===== config.mk =====
export PLATFORM = sky130hd
export DESIGN_NAME = uart3x_rx
export DESIGN_NICKNAME = d
export VERILOG_FILES = /design/src/rtl/uart3x_pkg.sv /design/src/rtl/uart3x_ctrl.sv /design/src/rtl/uart3x_dp.sv /design/src/rtl/uart3x_rx.sv
export SDC_FILE = /design/constraint.sdc
export NUM_CORES = 1
export LEC_CHECK = 0
export BUFFER_PORTS_ARGS = -buffer_cell sky130_fd_sc_hd__buf_2
export CAP_MARGIN = 20
export CORE_ASPECT_RATIO = 2
export CORE_MARGIN = 4
export CORE_UTILIZATION = 61
export DETAILED_ROUTE_END_ITERATION = 8
export PLACE_DENSITY = 0.87
export REMOVE_ABC_BUFFERS = 1
export SYNTH_ARGS = -nofsm -noshare
export SYNTH_HDL_FRONTEND = slang
export SYNTH_HIERARCHICAL = 1
export SYNTH_SLANG_ARGS = --single-unit

===== constraint.sdc =====
create_clock -name clk -period 4.45 [get_ports clk]
set_input_delay 0.445 -clock clk [delete_from_list [all_inputs] [get_ports clk]]
set_output_delay 0.445 -clock clk [all_outputs]
set_load 0.02 [all_outputs]

===== src/rtl/uart3x_pkg.sv =====
package uart3x_pkg;

  typedef enum logic [1:0] {
    ST_REARM   = 2'd0,
    ST_ARMED   = 2'd1,
    ST_CAPTURE = 2'd2,
    ST_DECODE  = 2'd3
  } rxState_t;

  typedef struct packed {
    logic shiftEn;   // take the current line sample into the record
    logic wordDone;  // the sample just taken closes a word
    logic finish;    // record complete: decimate and publish
  } rxStrobe_t;

endpackage


===== src/rtl/uart3x_ctrl.sv =====
module uart3x_ctrl
  import uart3x_pkg::*;
#(
  parameter int CAP_LEN = 32,
  parameter int WORD_W  = 16
) (
  input  logic      clk,
  input  logic      rstN,
  input  logic      sampleEn,
  input  logic      rxLine,
  output rxStrobe_t strobe
);

  localparam int CNT_W = $clog2(CAP_LEN);
  localparam logic [CNT_W-1:0] LAST_IDX = CNT_W'(CAP_LEN - 1);

  rxState_t        state, nextState;
  logic [CNT_W-1:0] sampleCnt;
  logic             wordEnd;

  assign wordEnd = ((32'(sampleCnt) % WORD_W) == (WORD_W - 1));

  always_comb begin
    strobe    = '0;
    nextState = state;
    unique case (state)
      ST_REARM: begin
        if (sampleEn && rxLine) nextState = ST_ARMED;
      end
      ST_ARMED: begin
        if (sampleEn && !rxLine) begin
          strobe.shiftEn = 1'b1;
          nextState      = ST_CAPTURE;
        end
      end
      ST_CAPTURE: begin
        if (sampleEn) begin
          strobe.shiftEn  = 1'b1;
          strobe.wordDone = wordEnd;
          if (sampleCnt == LAST_IDX) nextState = ST_DECODE;
        end
      end
      ST_DECODE: begin
        strobe.finish = 1'b1;
        nextState     = ST_REARM;
      end
      default: nextState = ST_REARM;
    endcase
  end

  always_ff @(posedge clk) begin
    if (!rstN) begin
      state     <= ST_REARM;
      sampleCnt <= '0;
    end else begin
      state <= nextState;
      if (state == ST_ARMED && sampleEn && !rxLine)
        sampleCnt <= CNT_W'(1);
      else if (state == ST_CAPTURE && sampleEn)
        sampleCnt <= sampleCnt + CNT_W'(1);
    end
  end

endmodule


===== src/rtl/uart3x_dp.sv =====
module uart3x_dp
  import uart3x_pkg::*;
#(
  parameter int CAP_LEN   = 32,
  parameter int OVS       = 3,
  parameter int DATA_BITS = 8,
  parameter int PICK_OFS  = 1
) (
  input  logic                 clk,
  input  logic                 rstN,
  input  logic                 rxLine,
  input  rxStrobe_t            strobe,
  output logic                 charValid,
  output logic [DATA_BITS-1:0] charData,
  output logic                 frameErr,
  output logic                 wordReady
);

  // index of the pick inside the stop-bit cell
  localparam int STOP_IDX = OVS * (DATA_BITS + 1) + PICK_OFS;

  logic [CAP_LEN-1:0]   sampleRec;
  logic [DATA_BITS-1:0] picked;

  // record fills from the top; after CAP_LEN shifts bit i is sample i
  always_ff @(posedge clk) begin
    if (!rstN) sampleRec <= '0;
    else if (strobe.shiftEn) sampleRec <= {rxLine, sampleRec[CAP_LEN-1:1]};
  end

  for (genvar k = 0; k < DATA_BITS; k++) begin : g_pick
    assign picked[k] = sampleRec[OVS * (k + 1) + PICK_OFS];
  end

  always_ff @(posedge clk) begin
    if (!rstN) begin
      charValid <= 1'b0;
      charData  <= '0;
      frameErr  <= 1'b0;
      wordReady <= 1'b0;
    end else begin
      wordReady <= strobe.wordDone;
      charValid <= strobe.finish;
      if (strobe.finish) begin
        charData <= picked;
        frameErr <= ~sampleRec[STOP_IDX];
      end
    end
  end

endmodule


===== src/rtl/uart3x_rx.sv =====
module uart3x_rx #(
  parameter int OVS       = 3,
  parameter int DATA_BITS = 8,
  parameter int WORD_W    = 16,
  parameter int NUM_WORDS = 2,
  parameter int PICK_OFS  = 1
) (
  input  logic                 clk,
  input  logic                 rstN,
  input  logic                 sampleEn,
  input  logic                 rxLine,
  output logic                 charValid,
  output logic [DATA_BITS-1:0] charData,
  output logic                 frameErr,
  output logic                 wordReady
);

  localparam int CAP_LEN = WORD_W * NUM_WORDS;

  uart3x_pkg::rxStrobe_t strobe;

  uart3x_ctrl #(
    .CAP_LEN (CAP_LEN),
    .WORD_W  (WORD_W)
  ) u_ctrl (
    .clk      (clk),
    .rstN     (rstN),
    .sampleEn (sampleEn),
    .rxLine   (rxLine),
    .strobe   (strobe)
  );

  uart3x_dp #(
    .CAP_LEN   (CAP_LEN),
    .OVS       (OVS),
    .DATA_BITS (DATA_BITS),
    .PICK_OFS  (PICK_OFS)
  ) u_dp (
    .clk       (clk),
    .rstN      (rstN),
    .rxLine    (rxLine),
    .strobe    (strobe),
    .charValid (charValid),
    .charData  (charData),
    .frameErr  (frameErr),
    .wordReady (wordReady)
  );

endmodule


# --- Yosys cells after proc, flatten, opt, wreduce, memory -nomap -nowiden ---
# Index checks and enable logic that the tools add are counted.
word_totals:
  register_bits: 50
  latch_bits: 0
  ram_bits: 0
  rom_bits: 0
  in_bits: 4
  out_inout_bits: 11
  mem_count: 0
classes:
  addsub: 1
  mul: 0
  div_mod_pow: 0
  order_cmp: 0
  n_eq_ne: 9
  shift: 0
  muxes: 11
  n_bitwise: 2
  reduce_logical: 11
op_table:
  columns: ["cell", "n"]
  rows:
  - ["$mux 2", 5]
  - ["$pmux 2 s4", 1]
  - ["$ne 2x1->1 const B", 3]
  - ["$add 5x1->5 const B", 1]
  - ["$eq 5x5->1 const B", 1]
  - ["$logic_and 1x1->1", 5]
  - ["$eq 2x2->1 const B", 2]
  - ["$eq 4x4->1 const B", 1]
  - ["$mux 1", 4]
  - ["$reduce_and 4->1", 1]
  - ["$reduce_and 3->1", 1]
  - ["$eq 2x1->1 const B", 1]
  - ["$logic_not 2->1", 1]
  - ["$ne 2x2->1 const B", 1]
  - ["$not 1->1", 2]
  - ["$pmux 1 s2", 1]
  - ["$reduce_bool 2->1", 1]
  - ["$reduce_or 2->1", 1]
  - ["$logic_not 1->1", 1]

# --- Depth between registers and ports, before layout ---
# Gate-level depths: netlist (run 1).
logic_depth:
  depth_word: 4
  mapped_depth: 9
  mapped_depth_nobuf: 7

# --- Hierarchy ---
# The synthesis (run 1) kept the hierarchy.
modules_own_cells:
  columns: ["module", "n_inst", "cells_each", "area_each_um2"]
  rows:
  - ["uart3x_dp", 1, 123, 1467.7]
  - ["uart3x_ctrl", 1, 53, 459.2]

# --- Least setup slack after synthesis (run 1) ---
# Ideal clock, no wire load.
synth_timing:
  kind: "reg-to-reg"
  startpoint: "register u_ctrl.state[1]"
  endpoint: "register u_dp.sampleRec[12]"
  setup_ps: 116
  arrival_time_ps: 1489
  slack_ps: 2845
  path_stages_with_launch: 10
  n_path_buf: 2
  synth_period_minus_slack_ps: 1605
  path_cell_list: "dfxtp_1 inv_1 ha_1 nor2b_1 o21ai_1 nor2_1 buf_6 buf_12 mux2i_1 nor2b_1"
synth_rtl:
  columns: ["item", "line_no", "source"]
  rows:
  - ["start: declaration", "uart3x_ctrl.sv:17", "rxState_t state, nextState;"]
  - ["start signal: assignment", "uart3x_ctrl.sv:56", "state <= nextState;"]
  - ["end signal: assignment", "uart3x_dp.sv:28", "else if (strobe.shiftEn) sampleRec <= {rxLine, sampleRec[CAP_LEN-1:1]};"]
  - ["end: declaration", "uart3x_dp.sv:22", "logic [CAP_LEN-1:0] sampleRec;"]

==> key figures, run 1 <==
GRT
  • Antenna violations before repair: 0
  • All-layer global routing usage: 16.86%
  • First-pass GRT wire length: 5.099 mm
  • Congestion Overflow GR: 0
  • Vias in the first global route: 1256
  • Largest net degree at the start of global routing: 46

Worst setup path
  • Max stage delay on crit path: 0.40 ns
  • Critical-path top delay cell: buf_4
  • Crit path max-delay family: buffers and inverters
  • Worst path bufs/invs: 2
  • Critical Path AT: 2.16 ns
  • CP Launch Type: register
  • Cell Chain, Critical Path: inv_1 > ha_1 > o21ai_1 > nor2_2 > buf_4 > mux2i_1 > nor2b_1
  • Crit path required time: 4.64 ns
  • CP Max Fanout: 28
  • Worst r2r path cells: 7
  • Worst Setup End Kind: register
  • WS Path Type: register to register
  • CP Depth: 7

Place
  • I/O Buffers: 14
  • DP HPWL: 2.119 mm
  • Final RePlAce weighted congestion: 0.6918

Synth
  • Post-synth top area share: 47.79%
  • Syn Area/Cell: 10.95 µm²
  • Synthesized flop and latch total: 46
  • Synth Instances: 176
  • Synth top area cells: dfxtp_1 (48%), mux2i_1 (20%), nor2b_1 (12%), ha_1 (4.5%), buf_12 (2.1%)
  • Netlist cell types: 26
  • Syn Std Cell Area: 1927 µm²
  • Synth cell count leaders: dfxtp_1 (46), mux2i_1 (39), nor2b_1 (37)
  • Fraction of registers with async set or reset after synthesis: 0%
  • Post-synth EDFFs: 0
  • Yosys warning count: 6
  • Most common cell in the netlist: dfxtp_1
  • Synth area leader: dfxtp_1
  • Main synth FF type: dfxtp_1
  • Post-synthesis sequential area ratio: 47.79%

Clocking
  • Hold Buf Count CTS: 0
  • Bufs on Longest Clock Path: 2
  • H-tree lvl count: 2
  • Clock buffer count from CTS: 5
  • Num Clock Sinks: 46
  • Setup Fix Bufs, Post-CTS: 0
  • CTS tree: yes
  • PostCTS Resize Cnt: 0
  • Worst-Skew Late Latency: 0.29 ns
  • Clk slew on worst S/H paths: 0.08 ns
  • CTS root buf: clkbuf_8

Min path
  • Hold crit path type: primary input to register
  • Hold-critical path depth: 3

Floorplanning
  • Core Rows: 28
  • I/O pin count: 15
  • Die width: 47.74 µm
  • CORE AREA: 3013 µm²
  • Die Y: 87.48 µm
  • Die ar.: 4176 µm²
  • Starting Density: 63.95%

STA
  • Crit share post-route: 44.27%
  • Measured slew at the worst slew-check pin: 0.6087 ns
  • Fmax: 0.5076 GHz
  • Setup_tns: 0 ns
  • RSZ-0062 raised after global routing: no
  • Relative slew slack: 59.42%
  • Setup Skew: 0.004731 ns
  • Final setup vio count: 0
  • Final hold vios: 0
  • Slew Viols, Final: 0
  • Min Tclk post-route: 1.970 ns

Layout
  • Proportion of layout cells with a drive suffix above 1: 13.76%
  • Layout Utilization: 68.40%
  • Nets: 199
  • ANT cells: 0
  • Syn-to-layout area delta: 6.948%

Routing
  • DRT Pass-1 Iters: 3
  • Routed wire per std cell: 13.54 µm
  • Vias per cell: 5.470
  • Total Routed Length: 2.965 mm
  • Drt drc: 0
  • Routed vias: 1198
  • Final ANT Viol Nets: 0
  • Initial drt markers: 23

Power and ir drop
  • Cell area power density: 417.2 nW/µm²
  • Total power: 0.8596 mW
  • Leakage: 0.7369 nW
  • Max VDD drop: 0.0003503 V

Run
  • Max Cap Viol: 0

Outcome
  • Status: finished clean
## final timing paths
check                           start             endpoint  slack (ns)
setup / recovery      u_ctrl/state[0]    u_dp/sampleRec[5]        2.48
hold / removal                 rxLine   u_dp/sampleRec[31]        0.47
setup reg to reg      u_ctrl/state[0]    u_dp/sampleRec[5]        2.48
hold reg to reg   u_ctrl/sampleCnt[4]  u_ctrl/sampleCnt[4]        0.49
## report_power, final
part | internal, mW | total [mW] | switching (mW) | leakage [nW]
combinational | 0.0601 | 0.140 | 0.0801 | 0.309
clock | 0.157 | 0.285 | 0.128 | 0.0575
sequential | 0.423 | 0.435 | 0.0117 | 0.371
total | 0.640 | 0.860 | 0.220 | 0.737
## registers in the layout (all words and copies together) (netlist names)
| register | count |
|---|---|
| u_dp/wordReady | 1 |
| u_dp/frameErr | 1 |
| u_dp/charData | 8 |
| u_dp/sampleRec | 28 |
| u_ctrl/state | 2 |
| u_dp/charValid | 1 |
| u_ctrl/sampleCnt | 5 |
## layout by cell type, fill, tap and decap left out
cell      netlist  routed
ha_1            7       7
o21ai_0         2       2
mux2i_1        39      39
buf_4           2       1
o211a_1         1       1
or3_1           1       1
nor2_1          2       1
nand2b_1        1       1
nor3_1          1       1
clkbuf_8        0       8
dfxtp_1        46      46
nand3_4         1       1
and3_1          2       2
xor2_1          1       1
a21bo_2         1       1
o21ai_1         2       2
nor2b_1        37      37
buf_2           1      14
nand3_1         3       3
inv_1           4       4
and2_1          2       2
nand2_1         8       8
a21oi_1         4       4
a31oi_1         1       1
nor2_2          0       1
## tightest hold or removal path: stages
cell     delay [ns]
buf_2          0.11
mux2i_1        0.07
nor2b_1        0.10
## logic make-up after synthesis
family | after synthesis | share of synthesized area, %
AND/OR/NAND/NOR | 58 | 17.86
multiplexers | 39 | 20.26
adder cells (fa/ha/maj) | 7 | 4.545
AO/OA/AOI/OAI | 11 | 3.442
buffers and inverters | 14 | 5.649
XOR/XNOR | 1 | 0.4546
flip-flops | 46 | 47.79
## routing by layer
| metal | global-route usage (%) | up-vias | wire (µm) | part of all wire (%) |
|---|---|---|---|---|
| li1 | - | 610 | - | - |
| met1 | 16.97 | 568 | 1197 | 40 |
| met2 | 29.19 | 14 | 1624 | 55 |
| met3 | 4.969 | 6 | 78 | 2.6 |
| met4 | 8.333 | 0 | 65 | 2.2 |
| met5 | 0 | - | 0 | 0 |
## through the flow
| stage | cell area, µm² | setup WS (ns) | std cells | hold slack, ns |
|---|---|---|---|---|
| global route | 2061 | 2.324 | 219 | 0.4841 |
| detailed placement | 1951 | 2.487 | 211 | 0.4804 |
| CTS | 2061 | 2.479 | 219 | 0.4627 |
| floorplan | 1833 | 1.407 | 166 | 0.4384 |
| global placement | 1951 | 2.620 | 211 | 0.4480 |
| finish | 2061 | 2.480 | 219 | 0.4714 |
## layout make-up
cell class                 count  area (µm²)
timing repair buffer          15       77.57
sequential                    46       920.9
fill                         237       952.2
multi-input combinational    116       899.6
inverter                       4       15.01
clock buffer                   8       110.1
tap                           30       37.54
Power figures use the tool's default switching activity.
==> inputs of run 2 (changes only) <==
- CORE_UTILIZATION: 61 -> 58
- PLACE_DENSITY: 0.87 -> 0.83
- clock period: 4.45 -> 2 ns (I/O delays scaled with it)
==> run 2 against run 1 <==
  * Via count increased by 3.3%
  * Clock power increased by 99%
  * Largest cell class unchanged
  * Worst hold slack got worse by 0.23 ns
  * Sequential share of layout area decreased by 0.38 points
  * Cell count increased by 1.8%
==> key figures, run 2 (synthesis results as in run 1) <==
Outcome
  • Status: finished clean

Power and ir drop
  • Cell area power density: 897.1 nW/µm²
  • Leakage: 0.7459 nW
  • Total power: 1.864 mW
  • Max VDD drop: 0.0008340 V

Layout
  • Commonest non-fill, non-tap cells in the layout: dfxtp_1 (46), mux2i_1 (39), nor2b_1 (37)
  • Proportion of layout cells with a drive suffix above 1: 14.58%
  • Layout Utilization: 65.09%
  • Nets: 202
  • Reg with most FFs: u_dp/sampleRec
  • ANT cells: 0
  • Syn-to-layout area delta: 7.857%
  • Commonest non-fill, non-tap cell in the layout: dfxtp_1
  • Largest regs: u_dp/sampleRec: 28 flops, u_dp/charData: 8 flops, u_ctrl/sampleCnt: 5 flops
  • Max reg flops: 28

Routing
  • Routed vias: 1237
  • Routed wire per std cell: 13.81 µm
  • Final ANT Viol Nets: 0
  • Initial drt markers: 7
  • Vias per cell: 5.547
  • DRT Pass-1 Iters: 4
  • Total Routed Length: 3.079 mm
  • Drt drc: 0

Floorplanning
  • Starting Density: 60.34%
  • Die width: 48.76 µm
  • CORE AREA: 3193 µm²
  • I/O pin count: 15
  • Die Y: 89.51 µm
  • Core Rows: 29
  • Die ar.: 4364 µm²

Worst setup path
  • Worst r2r src: u_ctrl/state[1]
  • CP Max Fanout: 28
  • R2r endpoint: u_dp/sampleRec[24]
  • Worst r2r path cells: 8
  • Crit path required time: 2.18 ns
  • Worst Setup End Kind: register
  • Critical Path AT: 2.02 ns
  • Flop-to-flop setup slack: 0.16 ns
  • WS Path Type: register to register
  • CP Launch Type: register

STA
  • Fmax: 0.5434 GHz
  • Final worst setup slack: 0.1597 ns
  • RSZ-0062 raised after global routing: no
  • Final setup vio count: 0
  • Slew Viols, Final: 0
  • Setup Skew: 0.004331 ns
  • Relative slew slack: 73.85%
  • Measured slew at the worst slew-check pin: 0.3923 ns
  • Crit share post-route: 92.01%
  • Min Tclk post-route: 1.840 ns
  • Final hold vios: 0

Place
  • Final RePlAce weighted congestion: 0.7499
  • DP Worst Slack: 0.2056 ns
  • I/O Buffers: 14
  • DP HPWL: 2.203 mm

Clocking
  • H-tree lvl count: 2
  • Hold Buf Count CTS: 0
  • PostCTS Resize Cnt: 0
  • Clock buffer count from CTS: 5
  • Num Clock Sinks: 46
  • Setup Fix Bufs, Post-CTS: 0
  • CTS tree: yes
  • Worst-Skew Late Latency: 0.29 ns
  • Bufs on Longest Clock Path: 2
  • CTS root buf: clkbuf_8
  • Clk slew on worst S/H paths: 0.08 ns

GRT
  • All-layer global routing usage: 15.68%
  • Antenna violations before repair: 0
  • Largest net degree at the start of global routing: 30
  • Vias in the first global route: 1281
  • First-pass GRT wire length: 5.347 mm
  • Congestion Overflow GR: 0

Run
  • Max Cap Viol: 0

Min path
  • Hold crit path type: primary input to register
  • Hold wc startpoint: rxLine
  • Hold-critical path depth: 3
  • Hold EP: u_dp/sampleRec[31]
-- run 2: final cells by class --
cell class,instances,area (µm²)
multi-input combinational,116,899.6
inverter,4,15.01
timing repair buffer,18,112.6
fill,264,1115
tap,31,38.79
sequential,46,920.9
clock inverter,1,5.005
clock buffer,7,86.33
-- run 2: how the worst max path moves through the flow --
stage | start | endpoint | slack, ns | cells past startpoint
after global routing | u_ctrl/state[1] | u_dp/sampleRec[24] | 0.07 | 8
after CTS | u_ctrl/state[1] | u_dp/sampleRec[24] | 0.13 | 8
after detailed placement | u_ctrl/state[1] | u_dp/sampleRec[22] | 0.21 | 8
after global placement | u_ctrl/sampleCnt[0] | u_ctrl/state[1] | 0.37 | 6
final | u_ctrl/state[1] | u_dp/sampleRec[24] | 0.16 | 8
after floorplan | u_ctrl/state[0] | u_dp/sampleRec[10] | -1.04 | 6
-- run 2: critical path: stages (launching register included) --
cell and delay, ns:
dfxtp_1 0.35, inv_1 0.11, ha_1 0.19, nor2b_1 0.24
o21ai_1 0.13, nor2_2 0.15, buf_12 0.23, mux2i_1 0.26
nor2b_1 0.08
-- run 2: report_power, final --
part	internal, mW	switching (mW)	leakage (nW)
Sequential	0.941	0.0262	0.371
Combinational	0.147	0.182	0.327
Clock	0.279	0.289	0.0482
-- run 2: routing by layer --
| metal | track usage [%] | routed length, µm |
|---|---|---|
| met5 | 0 | 0 |
| met4 | 9.314 | 85 |
| met3 | 4.007 | 96 |
| met2 | 29.52 | 1717 |
| met1 | 14.93 | 1180 |
-- run 2: per-stage QoR --
| step | cells | TNS [ns] | hold slack (ns) | area [µm²] |
|---|---|---|---|---|
| global placement | 215 | 0 | 0.4489 | 1987 |
| CTS | 223 | 0 | 0.2493 | 2078 |
| finish | 223 | 0 | 0.2416 | 2078 |
| global route | 223 | 0 | 0.2646 | 2078 |
| floorplan | 166 | -29.19 | 0.3217 | 1833 |
| detailed placement | 215 | 0 | 0.4691 | 1987 |
